`src/rtl/nse_pkg.sv`:
```
// Shared types and command bytes for the NOR sector access engine.
// Assumes a flash part that takes 4-byte-address commands.
package nse_pkg;

    typedef enum logic [1:0] {
        OP_READ  = 2'd0,
        OP_PROG  = 2'd1,
        OP_ERASE = 2'd2,
        OP_NONE  = 2'd3
    } nse_op_e;

    typedef enum logic [2:0] {
        S_IDLE,
        S_WREN,
        S_HDR,
        S_RDATA,
        S_WDATA,
        S_POLL,
        S_WRDI,
        S_GAP
    } nse_state_e;

    localparam logic [7:0] CMD_READ4  = 8'h13;
    localparam logic [7:0] CMD_PROG4  = 8'h12;
    localparam logic [7:0] CMD_ERASE4 = 8'hDC;
    localparam logic [7:0] CMD_WREN   = 8'h06;
    localparam logic [7:0] CMD_WRDI   = 8'h04;
    localparam logic [7:0] CMD_RDSR   = 8'h05;
    localparam logic [7:0] FILL_BYTE  = 8'hFF;

    // Command byte that opens the data transaction of an operation
    function automatic logic [7:0] op_cmd(nse_op_e op);
        case (op)
            OP_PROG:  return CMD_PROG4;
            OP_ERASE: return CMD_ERASE4;
            default:  return CMD_READ4;
        endcase
    endfunction

    // States in which chip select is held low
    function automatic logic cs_low(nse_state_e s);
        return (s == S_WREN) || (s == S_HDR) || (s == S_RDATA) ||
               (s == S_WDATA) || (s == S_POLL) || (s == S_WRDI);
    endfunction

endpackage

```
`src/rtl/nse_addr_seq.sv`:
```
// Address sequencer: holds the current flash byte address and the end of
// the requested range, steps by a sector or by an erase block, and serves
// header address bytes most significant first.
// Assumes SECT_W + log2(SECTOR_BYTES) <= ADDR_W.
module nse_addr_seq #(
    parameter int ADDR_W       = 32,
    parameter int SECT_W       = 23,
    parameter int CNT_W        = 16,
    parameter int SECTOR_BYTES = 512,
    parameter int ERASE_BYTES  = 262144,
    localparam int ADDR_BYTES  = ADDR_W / 8,
    localparam int SEL_W       = $clog2(ADDR_BYTES)
) (
    input  logic              clk,
    input  logic              rst_n,
    input  logic              load,
    input  logic [SECT_W-1:0] sector,
    input  logic [CNT_W-1:0]  count,
    input  logic              step_sector,
    input  logic              step_erase,
    input  logic [SEL_W-1:0]  hdr_sel,
    output logic [7:0]        addr_byte,
    output logic              more_any,
    output logic              more_sector,
    output logic              more_erase
);
    localparam int SHIFT = $clog2(SECTOR_BYTES);
    localparam int EW    = ADDR_W + 1;

    logic [EW-1:0] cur_q, end_q;

    // Load the range on request, then advance by the selected unit
    always_ff @(posedge clk) begin
        if (!rst_n) begin
            cur_q <= '0;
            end_q <= '0;
        end else if (load) begin
            cur_q <= EW'(sector) << SHIFT;
            end_q <= (EW'(sector) + EW'(count)) << SHIFT;
        end else if (step_sector) begin
            cur_q <= cur_q + EW'(SECTOR_BYTES);
        end else if (step_erase) begin
            cur_q <= cur_q + EW'(ERASE_BYTES);
        end
    end

    // Range tests and header byte selection
    always_comb begin
        more_any    = cur_q < end_q;
        more_sector = (cur_q + EW'(SECTOR_BYTES)) < end_q;
        more_erase  = (cur_q + EW'(ERASE_BYTES)) < end_q;
        addr_byte   = 8'(cur_q[ADDR_W-1:0] >> (8 * (ADDR_BYTES - 1 - int'(hdr_sel))));
    end

    // the address only moves upward between loads

    addr_up_chk: assert property (@(posedge clk) disable iff (!rst_n)
        !load |=> (cur_q >= $past(cur_q)));
endmodule

```
`src/rtl/nse_xfer_track.sv`:
```
// Byte-transfer tracker: offers a byte to the SPI master only when no
// transfer is outstanding, and marks the transfer finished on rx_valid.
// Assumes the master returns exactly one rx_valid per accepted byte.
module nse_xfer_track (
    input  logic clk,
    input  logic rst_n,
    input  logic want,
    input  logic tx_ready,
    input  logic rx_valid,
    output logic tx_valid,
    output logic pending
);
    logic pend_q;

    assign tx_valid = want && !pend_q;
    assign pending  = pend_q;

    // Set on an accepted byte, clear on its completion
    always_ff @(posedge clk) begin
        if (!rst_n)                  pend_q <= 1'b0;
        else if (tx_valid && tx_ready) pend_q <= 1'b1;
        else if (rx_valid)           pend_q <= 1'b0;
    end


    one_outstanding_chk: assert property (@(posedge clk) disable iff (!rst_n)
        rx_valid |-> pend_q);

    hold_until_done_chk: assert property (@(posedge clk) disable iff (!rst_n)
        (pend_q && !rx_valid) |=> pend_q);
endmodule

```
`src/rtl/nse_rd_buf.sv`:
```
// Read output register: holds one received byte for the consumer until it
// is accepted. Assumes the controller loads it only while it is empty.
module nse_rd_buf (
    input  logic       clk,
    input  logic       rst_n,
    input  logic       load,
    input  logic [7:0] din,
    input  logic       rd_ready,
    output logic [7:0] rd_data,
    output logic       rd_valid
);
    logic [7:0] data_q;
    logic       valid_q;

    assign rd_data  = data_q;
    assign rd_valid = valid_q;

    // Capture a byte; release it when the consumer takes it
    always_ff @(posedge clk) begin
        if (!rst_n) begin
            data_q  <= '0;
            valid_q <= 1'b0;
        end else if (load) begin
            data_q  <= din;
            valid_q <= 1'b1;
        end else if (rd_ready) begin
            valid_q <= 1'b0;
        end
    end


    no_overwrite_chk: assert property (@(posedge clk) disable iff (!rst_n)
        load |-> !valid_q);

    stall_hold_chk: assert property (@(posedge clk) disable iff (!rst_n)
        (valid_q && !rd_ready) |=> (valid_q && $stable(data_q)));
endmodule

```
`src/rtl/nor_sector_engine.sv`:
```
// NOR sector access engine: maps 512-byte sector read/program/erase
// requests to 4-byte-address flash command windows over a byte SPI master.
// Assumes sectors align to program pages and erase ranges to erase blocks.
module nor_sector_engine
    import nse_pkg::*;
#(
    parameter int ADDR_W       = 32,
    parameter int SECT_W       = 23,
    parameter int CNT_W        = 16,
    parameter int SECTOR_BYTES = 512,
    parameter int ERASE_BYTES  = 262144
) (
    input  logic              clk,
    input  logic              rst_n,
    input  logic              req_valid,
    input  logic [1:0]        req_op,
    input  logic [SECT_W-1:0] req_sector,
    input  logic [CNT_W-1:0]  req_count,
    output logic              busy,
    output logic              done,
    input  logic [7:0]        wr_data,
    input  logic              wr_valid,
    output logic              wr_ready,
    output logic [7:0]        rd_data,
    output logic              rd_valid,
    input  logic              rd_ready,
    output logic              spi_cs_n,
    output logic [7:0]        spi_tx_data,
    output logic              spi_tx_valid,
    input  logic              spi_tx_ready,
    input  logic [7:0]        spi_rx_data,
    input  logic              spi_rx_valid
);
    localparam int ADDR_BYTES = ADDR_W / 8;
    localparam int SEL_W      = $clog2(ADDR_BYTES);
    localparam int IDX_W      = $clog2(ADDR_BYTES + 1);
    localparam int BCNT_W     = $clog2(SECTOR_BYTES);

    nse_state_e        state_q, state_d, ret_q, ret_d;
    nse_op_e           op_q, op_d;
    logic [IDX_W-1:0]  idx_q, idx_d;
    logic [BCNT_W-1:0] bcnt_q, bcnt_d;
    logic              cs_n_q, done_q;

    logic              load, step_s, step_e, rd_load, want, pend;
    logic              more_any, more_sector, more_erase;
    logic [7:0]        addr_byte, tx_byte;
    logic [SEL_W-1:0]  hdr_sel;

    assign hdr_sel     = SEL_W'(idx_q - IDX_W'(1));
    assign spi_tx_data = tx_byte;
    assign spi_cs_n    = cs_n_q;
    assign busy        = (state_q != S_IDLE);
    assign done        = done_q;

    nse_addr_seq #(
        .ADDR_W(ADDR_W), .SECT_W(SECT_W), .CNT_W(CNT_W),
        .SECTOR_BYTES(SECTOR_BYTES), .ERASE_BYTES(ERASE_BYTES)
    ) u_addr (
        .clk(clk), .rst_n(rst_n), .load(load),
        .sector(req_sector), .count(req_count),
        .step_sector(step_s), .step_erase(step_e),
        .hdr_sel(hdr_sel), .addr_byte(addr_byte),
        .more_any(more_any), .more_sector(more_sector), .more_erase(more_erase)
    );

    nse_xfer_track u_xfer (
        .clk(clk), .rst_n(rst_n), .want(want),
        .tx_ready(spi_tx_ready), .rx_valid(spi_rx_valid),
        .tx_valid(spi_tx_valid), .pending(pend)
    );

    nse_rd_buf u_rbuf (
        .clk(clk), .rst_n(rst_n), .load(rd_load), .din(spi_rx_data),
        .rd_ready(rd_ready), .rd_data(rd_data), .rd_valid(rd_valid)
    );

    // Sequencing: choose the byte to send and the next state
    always_comb begin
        state_d  = state_q;
        ret_d    = ret_q;
        op_d     = op_q;
        idx_d    = idx_q;
        bcnt_d   = bcnt_q;
        load     = 1'b0;
        step_s   = 1'b0;
        step_e   = 1'b0;
        rd_load  = 1'b0;
        want     = 1'b0;
        tx_byte  = FILL_BYTE;
        wr_ready = 1'b0;
        case (state_q)
            S_IDLE: begin
                if (req_valid && nse_op_e'(req_op) != OP_NONE) begin
                    load   = 1'b1;
                    op_d   = nse_op_e'(req_op);
                    idx_d  = '0;
                    bcnt_d = '0;
                    if (nse_op_e'(req_op) == OP_READ) state_d = S_HDR;
                    else if (req_count != '0)         state_d = S_WREN;
                    else                              state_d = S_WRDI;
                end
            end
            S_WREN: begin
                want    = 1'b1;
                tx_byte = CMD_WREN;
                if (spi_rx_valid) begin
                    state_d = S_GAP;
                    ret_d   = S_HDR;
                    idx_d   = '0;
                end
            end
            S_HDR: begin
                want    = 1'b1;
                tx_byte = (idx_q == '0) ? op_cmd(op_q) : addr_byte;
                if (spi_rx_valid) begin
                    if (idx_q == IDX_W'(ADDR_BYTES)) begin
                        idx_d  = '0;
                        bcnt_d = '0;
                        case (op_q)
                            OP_READ:  state_d = more_any ? S_RDATA : S_IDLE;
                            OP_PROG:  state_d = S_WDATA;
                            default: begin
                                state_d = S_GAP;
                                ret_d   = S_POLL;
                            end
                        endcase
                    end else begin
                        idx_d = idx_q + IDX_W'(1);
                    end
                end
            end
            S_RDATA: begin
                want    = !rd_valid;
                tx_byte = FILL_BYTE;
                if (spi_rx_valid) begin
                    rd_load = 1'b1;
                    bcnt_d  = bcnt_q + BCNT_W'(1);
                    if (&bcnt_q) begin
                        step_s = 1'b1;
                        if (!more_sector) state_d = S_IDLE;
                    end
                end
            end
            S_WDATA: begin
                want     = wr_valid;
                tx_byte  = wr_data;
                wr_ready = !pend && spi_tx_ready;
                if (spi_rx_valid) begin
                    bcnt_d = bcnt_q + BCNT_W'(1);
                    if (&bcnt_q) begin
                        state_d = S_GAP;
                        ret_d   = S_POLL;
                        idx_d   = '0;
                    end
                end
            end
            S_POLL: begin
                want    = 1'b1;
                tx_byte = (idx_q == '0) ? CMD_RDSR : FILL_BYTE;
                if (spi_rx_valid) begin
                    if (idx_q == '0) begin
                        idx_d = IDX_W'(1);
                    end else begin
                        idx_d   = '0;
                        state_d = S_GAP;
                        if (spi_rx_data[0]) begin
                            ret_d = S_POLL;
                        end else if (op_q == OP_PROG) begin
                            step_s = 1'b1;
                            ret_d  = more_sector ? S_WREN : S_WRDI;
                        end else begin
                            step_e = 1'b1;
                            ret_d  = more_erase ? S_WREN : S_WRDI;
                        end
                    end
                end
            end
            S_WRDI: begin
                want    = 1'b1;
                tx_byte = CMD_WRDI;
                if (spi_rx_valid) state_d = S_IDLE;
            end
            default: begin
                state_d = ret_q;
            end
        endcase
    end

    // State, counters, chip select and the end-of-request pulse
    always_ff @(posedge clk) begin
        if (!rst_n) begin
            state_q <= S_IDLE;
            ret_q   <= S_IDLE;
            op_q    <= OP_READ;
            idx_q   <= '0;
            bcnt_q  <= '0;
            cs_n_q  <= 1'b1;
            done_q  <= 1'b0;
        end else begin
            state_q <= state_d;
            ret_q   <= ret_d;
            op_q    <= op_d;
            idx_q   <= idx_d;
            bcnt_q  <= bcnt_d;
            cs_n_q  <= !cs_low(state_d);
            done_q  <= (state_q != S_IDLE) && (state_d == S_IDLE);
        end
    end


    tx_in_window_chk: assert property (@(posedge clk) disable iff (!rst_n)
        spi_tx_valid |-> !spi_cs_n);

    done_single_chk: assert property (@(posedge clk) disable iff (!rst_n)
        done |=> !done);

    done_after_busy_chk: assert property (@(posedge clk) disable iff (!rst_n)
        done |-> (!busy && $past(busy)));

    wr_ready_busy_chk: assert property (@(posedge clk) disable iff (!rst_n)
        wr_ready |-> (busy && spi_tx_ready));
endmodule

```
`config.mk`:
```
export PLATFORM = sky130hd
export DESIGN_NAME = nor_sector_engine
export DESIGN_NICKNAME = d
export VERILOG_FILES = /design/src/rtl/nse_pkg.sv /design/src/rtl/nse_addr_seq.sv /design/src/rtl/nse_xfer_track.sv /design/src/rtl/nse_rd_buf.sv /design/src/rtl/nor_sector_engine.sv
export SDC_FILE = /design/constraint.sdc
export NUM_CORES = 1
export LEC_CHECK = 0
export BUFFER_PORTS_ARGS = -buffer_cell sky130_fd_sc_hd__clkbuf_2
export CAP_MARGIN = 20
export CORE_MARGIN = 3
export CORE_UTILIZATION = 32
export CTS_CLUSTER_SIZE = 25
export DETAILED_ROUTE_END_ITERATION = 12
export GPL_TIMING_DRIVEN = 0
export SYNTH_ARGS = -nofsm -noshare
export SYNTH_HDL_FRONTEND = slang
export SYNTH_SLANG_ARGS = --single-unit
```
`constraint.sdc`:
```
create_clock -name clk -period 7.5 [get_ports clk]
set_input_delay 0.375 -clock clk [delete_from_list [all_inputs] [get_ports clk]]
set_output_delay 0.375 -clock clk [all_outputs]
set_load 0.05 [all_outputs]
```
Yosys cells after proc, flatten, opt, wreduce, memory -nomap -nowiden
Cells that the tools add are included.
{ "totals": {"ff_bits": 89, "input_bits": 64, "out_inout_bits": 22, "wordCells": 160} }
{ "classes": {"n_addsub": 7, "n_lt_le_gt_ge": 3, "eq_ne": 26, "shift": 1, "n_mux": 73, "bitwise": 1, "n_reduce_logical": 36} }
{ "ops": {"columns": ["cell", "n"], "rows": [
  ["$lt 33x33->1", 3],
  ["$mux 3", 33],
  ["$mux 33", 2],
  ["$pmux 8 s5", 1],
  ["$mux 9", 4],
  ["$add 33x10->33 const B", 1],
  ["$add 33x19->33 const B", 1],
  ["$mux 32", 1],
  ["$shr 32x32->8", 1],
  ["$pmux 9 s3", 1],
  ["$add 23x16->24", 1],
  ["$eq 3x3->1 const B", 7],
  ["$mux 1", 21],
  ["$pmux 3 s7", 1],
  ["$ne 2x2->1 const B", 10],
  ["$reduce_and 9->1", 2],
  ["$mux 8", 2],
  ["$pmux 8 s2", 1],
  ["$reduce_bool 16->1", 1],
  ["$pmux 3 s5", 1],
  ["$eq 3x2->1 const B", 4],
  ["$pmux 3 s4", 1],
  ["$add 9x1->9 const B", 1],
  ["$logic_not 3->1", 3],
  ["other kinds (25)", 43]
]} }

Logic depth before layout (Yosys ltp)
{ "logic_depth": {"depth_word": 13, "mapped_depth": 16, "mapped_depth_nobuf": 15} }

Hierarchy
Synthesis repeated with hierarchy kept, for this count alone.
{ "hier_totals": {"hier_cells": 935, "area_unflattened_um2": 7422.1} }
{ "modules_own_cells": {"columns": ["mod", "instances", "cells_each", "area_per_inst_um2", "seq_area_each_um2"], "rows": [
  ["nse_addr_seq", 1, 678, 5351.4, 960.9],
  ["nor_sector_engine", 1, 225, 1689.1, 440.4],
  ["nse_rd_buf", 1, 28, 335.3, 180.2],
  ["nse_xfer_track", 1, 4, 46.3, 20.0]
]} }

Worst setup path after synthesis
Ideal clock, no wire load.
{ "synth_path": {"kind": "flip-flop to flip-flop", "startpoint": "reg u_addr.cur_q[19]", "endpoint": "reg done_q, in the netlist done", "setup_ns": 0.065, "arrival_ns": 3.347, "t_required_ns": 7.435, "path_slack_ns": 4.087, "stages_incl_launch_ff": 16, "path_buffers": 0, "synth_period_minus_slack_ns": 3.413, "cell_sequence": "dfxtp_1 -> ha_1 -> and3_1 -> nand4_1 -> nor3_1 -> nand2_1 -> nor2_1 -> xor2_1 -> ha_1 -> nand2_1 -> nor4_1 -> a22oi_1 -> a31oi_1 -> o31ai_1 -> a2111o_2 -> nor2_1"} }
{ "synth_between": {"elab_chain_cells": 8, "word_cells_on_any_way": 13, "classes_between": "1 x add/sub; 2 x order compare; 8 x mux; 2 x reduce/logical"} }
{ "synth_lines": {"columns": ["item", "line_no", "text"], "rows": [
  ["from (decl)", "nse_addr_seq.sv:30", "logic [EW-1:0] cur_q, end_q;"],
  ["from (signal assigned)", "nse_addr_seq.sv:38", "cur_q <= EW'(sector) << SHIFT;"],
  ["from (signal assigned)", "nse_addr_seq.sv:41", "cur_q <= cur_q + EW'(SECTOR_BYTES);"],
  ["from (signal assigned)", "nse_addr_seq.sv:43", "cur_q <= cur_q + EW'(ERASE_BYTES);"],
  ["$add 33x10->33 or $lt 33x33->1 (tied branches)", "nse_addr_seq.sv:50, nse_addr_seq.sv:49", null],
  ["$lt 33x33->1 or $mux 2 (tied branches)", "nse_addr_seq.sv:50, nor_sector_engine.sv:121", null],
  ["$mux 3 or $pmux 3 s2 (tied branches)", "nor_sector_engine.sv:141, nor_sector_engine.sv:120", null],
  ["$mux 3 (on tied branches)", "nor_sector_engine.sv:139, nor_sector_engine.sv:117", null],
  ["$mux 3 (on tied branches)", "nor_sector_engine.sv:136, nor_sector_engine.sv:116", null],
  ["$pmux 3 s7 (*)", "nor_sector_engine.sv:92", "case (state_q)"],
  ["$logic_not 3->1 (*)", "nor_sector_engine.sv:207", "done_q <= (state_q != S_IDLE) && (state_d == S_IDLE);"],
  ["$logic_and 1x1->1 (*)", "nor_sector_engine.sv:207", null],
  ["to (signal assigned)", "nor_sector_engine.sv:207", null],
  ["to (decl)", "nor_sector_engine.sv:43", "logic cs_n_q, done_q;"]
]} }
Every way passes the cells marked *; elsewhere a longest branch is shown, timed or not.
A chain may end at the register's enable or synchronous reset.

Worst setup path in the final report
Same ends and word-level chain as after synthesis.

==> impl.org <==
** Outcome
- The flow ran to the end, and the final reports show no timing, DRC or antenna violations.

** Synth
- Of the total synthesized cell area, the portion taken by AND, OR, NAND and NOR gates is 0.247.
- A synthesized cell averages 7.53 µm².
- Yosys mapped a number of flops with a built-in enable equal to 0.
- Of the total synthesized cell area, the portion taken by full adders, half adders and majority gates is 0.153.
- The share of the synthesized area in compound gates (AO/OA/AOI/OAI) came to 0.253.
- Post-synthesis async set-or-reset flop share :: 0
- Ranked by total cell area, the synthesized netlist is headed by sky130_fd_sc_hd__dfxtp_1, sky130_fd_sc_hd__ha_1, sky130_fd_sc_hd__nand2_1.
- Total number of yosys warnings :: 0
- Counting instances in the post-synthesis netlist gives the leading cell types as sky130_fd_sc_hd__nand2_1, sky130_fd_sc_hd__ha_1, sky130_fd_sc_hd__dfxtp_1.
- Counting flops and latches in the post-synthesis netlist gives 80.
- The most used flip-flop cell after synthesis is sky130_fd_sc_hd__dfxtp_1.
- The share of the Yosys chip area taken by registers is 0.219.
- Main combinational cell family by area after synthesis :: compound AO/OA/AOI/OAI gates
- Of all cell types, the one taking the most synthesized area is sky130_fd_sc_hd__dfxtp_1.
- XOR/XNOR Fraction of Synth Area :: 0.0587
- Of the post-synthesis cell area, the part taken by muxes is 0.0139.
- Yosys instantiated no cell more often than sky130_fd_sc_hd__nand2_1.
- Counting every instance in the synthesized netlist gives 970.
- Top-area cell type share of the netlist area :: 0.219
- Post-synth cell types :: 70
- Total standard cell area after synthesis :: 0.00731 mm²
- Syn_nets :: 1123

** Global routing
- The first global-routing pass estimated 39.8 mm of wire.
- Largest net degree at the start of global routing :: 13
- Across every metal layer, demand over resource in global routing totals 0.207.
- The initial antenna violation count was 0.
- Via count of the first global-routing pass :: 7071
- Summed over all layers, the global routing overflow is 0.

** Detailed routing
- Number of vias per cell :: 5.62
- Dividing the detail-routed wire length by the instance count gives 18.8 µm.
- For this run, design rule violations remaining after detail routing come to 0.
- Violation count after the first detailed-routing iteration :: 628
- Number of detailed-routing iterations run before antenna repair :: 7
- ANT nets after route :: 0
- Wire length reported by the detailed router :: 25.3 mm
- The detailed router placed 7578 vias in this run.

** Setup path
- Worst Setup End Kind :: flop
- Reg-to-Reg End :: done$_SDFF_PN0_
- STA puts the critical path data required time at 7.79 ns.
- Critical Path Fanout Max :: 6
- The critical path in this run is classified as reg2reg.
- Setup crit start kind :: flop
- For the worst flop-to-flop path, the logic depth is 15.
- At the worst endpoint, the arrival time is 4.97 ns.
- FF-to-FF setup slack :: 2.83 ns
- Worst reg2reg startpoint :: u_addr.cur_q[19]$_SDFFE_PN0P_

** STA
- Of the available clock period, the critical path in the final layout requires 0.623.
- Total setup violations reported at the end of the flow :: 0
- Final-report hold violation count :: 0
- Across the routed clock network, the largest skew measured is 0.00748 ns.
- For the finished layout, the period the worst path requires is 4.67 ns.
- The worst pin sits at a relative slew slack of 0.223.
- Setup repair after global routing left no endpoint under its margin.
- Maximum clock frequency :: 0.214 GHz
- The count of final max-slew check failures came to 0.
- Hold WS :: 0.250 ns
- Final-layout setup total negative slack :: 0 ns
- Slew at the pin with the worst max-slew slack :: 1.16 ns

** Power
- VDD sags by at most 0.109 mV.
- Of the total power, the clock network draws 0.183.
- The internal portion of the total power is 0.00121 W.
- Reported net switching power :: 0.00118 W
- Part of the power in registers :: 0.233
- In this run the power density over the cells is 286 mW/mm².
- Of the total power, combinational logic draws 0.584.
- Of the total power, the share spent switching nets is 0.494.
- In this run the static leakage power is 3.46 nW.

** CTS
- The later pin in the worst-skew pair is clocked with a latency of 0.36 ns.
- Worst-path clk slew :: 0.06 ns
- TritonCTS clock tree :: built
- Max Buffers Root-to-Sink :: 2
- Once the clock tree was built, the resizer swapped 0 gates to a different size.
- Hold repair after CTS inserted 0 buffers.
- Clock sink total :: 80
- CTS root buf :: sky130_fd_sc_hd__clkbuf_16
- H-Tree Level Count :: 3
- Buffers inserted during clock tree synthesis total 9.
- The number of setup buffers added after CTS is 0.

** Layout
- Of the cells placed in the final design, the portion with a size suffix greater than 1 is 0.117.
- Area growth syn-to-layout :: 14.3%
- # nets final :: 1218
- The number of antenna diodes in the final layout is 0.
- Fill cells in the final layout number 2380.
- Excluding fillers, the count of instances in the completed layout stands at 1348.

** Job
- Max-cap violations in this run came to 0.

** Floorplan
- The floorplan has 54 rows.
- The die is 157 µm wide.
- The initial utilization of the core area, before any placement, comes to 0.330.
- During I/O placement, the number of pins put on the boundary was 86.
- Overall die height :: 157 µm
- The region available for standard cell placement spans 0.0222 mm².
- Area of the die :: 0.0247 mm²

** Hold path
- Classification of the worst-slack hold path :: in2reg
- The worst hold path terminates at u_rbuf.rd_data[3]$_SDFFE_PN0P_.
- Worst hold path depth :: 3
- The worst hold path begins at spi_rx_data[3].

** Place
- The congestion estimate from routability-driven global placement came to 0.960.
- Half-perimeter wire length after placement :: 20.0 mm
- In this run the tool buffered the top-level ports with 84 buffer cells.
- In this run, placement finished with an instance count of 1334.
## worst max-delay path by stage
stage / start / end / slack, ns
after floorplan: u_addr.cur_q[19]$_SDFFE_PN0P_ / done$_SDFF_PN0_ / 4.09
after detailed placement: u_addr.cur_q[19]$_SDFFE_PN0P_ / done$_SDFF_PN0_ / 2.96
after CTS: u_addr.cur_q[19]$_SDFFE_PN0P_ / done$_SDFF_PN0_ / 2.91
after global routing: u_addr.cur_q[19]$_SDFFE_PN0P_ / done$_SDFF_PN0_ / 2.46
final: u_addr.cur_q[19]$_SDFFE_PN0P_ / done$_SDFF_PN0_ / 2.83
after global placement: u_addr.cur_q[19]$_SDFFE_PN0P_ / done$_SDFF_PN0_ / 2.92
## stage by stage
step	setup slack [ns]	utilization	power [W]	instance area [µm²]
after floorplan	4.09	-	0.00154	7310
after global placement	2.92	0.364	0.00193	8080
after detailed placement	2.96	0.364	0.00193	8080
after CTS	2.91	0.377	0.00238	8350
after global routing	2.46	0.377	0.00256	8350
final	2.83	0.377	0.00239	8350
## registers in the layout, indices dropped and copies added, names as in the netlist
signal,cells
idx_q,3
done,1
spi_cs_n,1
bcnt_q,9
state_q,3
u_rbuf.rd_data,8
u_xfer.pending,1
u_rbuf.rd_valid,1
u_addr.cur_q,24
op_q,2
u_addr.end_q,24
ret_q,3
## layout make-up
type / count / area, µm² / share of cell area
Tap cell: 280 / 350 / 0.0419
Timing Repair Buffer: 84 / 420 / 0.0503
Multi-Input combinational cell: 788 / 5310 / 0.635
Buffer: 55 / 221 / 0.0265
Inverter: 47 / 176 / 0.0211
Clock buffer: 10 / 229 / 0.0274
Sequential cell: 80 / 1600 / 0.192
Clock inverter: 4 / 47.5 / 0.00569
## layout by cell type (no fill, tap or decap), types with 12 or more instances in the layout
cell	instances
sky130_fd_sc_hd__a21o_1	12
sky130_fd_sc_hd__dfxtp_1	80
sky130_fd_sc_hd__ha_1	88
sky130_fd_sc_hd__xnor2_1	27
sky130_fd_sc_hd__inv_1	47
sky130_fd_sc_hd__o21a_1	13
sky130_fd_sc_hd__a21boi_0	24
sky130_fd_sc_hd__xor2_1	22
sky130_fd_sc_hd__nand3_1	39
sky130_fd_sc_hd__nor4_1	12
sky130_fd_sc_hd__nor2_1	78
sky130_fd_sc_hd__clkbuf_1	46
sky130_fd_sc_hd__nor3_1	18
sky130_fd_sc_hd__a31oi_1	19
sky130_fd_sc_hd__nand4_1	19
sky130_fd_sc_hd__a21oi_1	49
sky130_fd_sc_hd__and2_1	13
sky130_fd_sc_hd__nand2b_1	13
sky130_fd_sc_hd__nor2b_1	13
sky130_fd_sc_hd__nand2_1	103
sky130_fd_sc_hd__clkbuf_2	85
sky130_fd_sc_hd__o21ai_0	68
## critical path, stage by stage (launching register included)
cell	delay (ns)
sky130_fd_sc_hd__dfxtp_1	0.47
sky130_fd_sc_hd__ha_1	0.34
sky130_fd_sc_hd__and3_1	0.28
sky130_fd_sc_hd__nand4_1	0.26
sky130_fd_sc_hd__nor3_1	0.45
sky130_fd_sc_hd__nand2_1	0.27
sky130_fd_sc_hd__nor2_1	0.18
sky130_fd_sc_hd__xor2_1	0.08
sky130_fd_sc_hd__ha_1	0.31
sky130_fd_sc_hd__nand2_1	0.12
sky130_fd_sc_hd__nor4_1	0.45
sky130_fd_sc_hd__o2111ai_1	0.19
sky130_fd_sc_hd__a21oi_1	0.38
sky130_fd_sc_hd__o31ai_1	0.22
sky130_fd_sc_hd__a2111o_2	0.49
sky130_fd_sc_hd__nor2_1	0.11
## cell families (layout without fill, tap and decap cells)
kind of cell               after synthesis  in the layout
buffers and inverters                  102            200
and+or+nand+nor                        365            365
DFF                                     80             80
muxes                                   10             10
adders and majority gates               89             89
xor gates and xnor gates                49             49
AOI/OAI and AO/OA                      275            275
## metal layers
metal / wire (µm) / share of wire / up-vias / GRT usage
met3: 1580 / 0.062 / 42 / 0.0256
li1: - / - / 3721 / -
met2: 11400 / 0.45 / 262 / 0.328
met4: 647 / 0.026 / 0 / 0.0632
met1: 11700 / 0.46 / 3553 / 0.293
met5: 0 / 0 / - / 0
## power by group through the flow
stage          Clock, W  Sequential [W]  Combinational [W]
6_report       0.000437        0.000558            0.00140
5_1_grt        0.000459        0.000568            0.00153
4_1_cts        0.000444        0.000557            0.00138
3_5_place_dp          0        0.000566            0.00137
3_3_place_gp          0        0.000564            0.00136
2_1_floorplan         0        0.000568           0.000968
(Power assumes the default switching activity.)
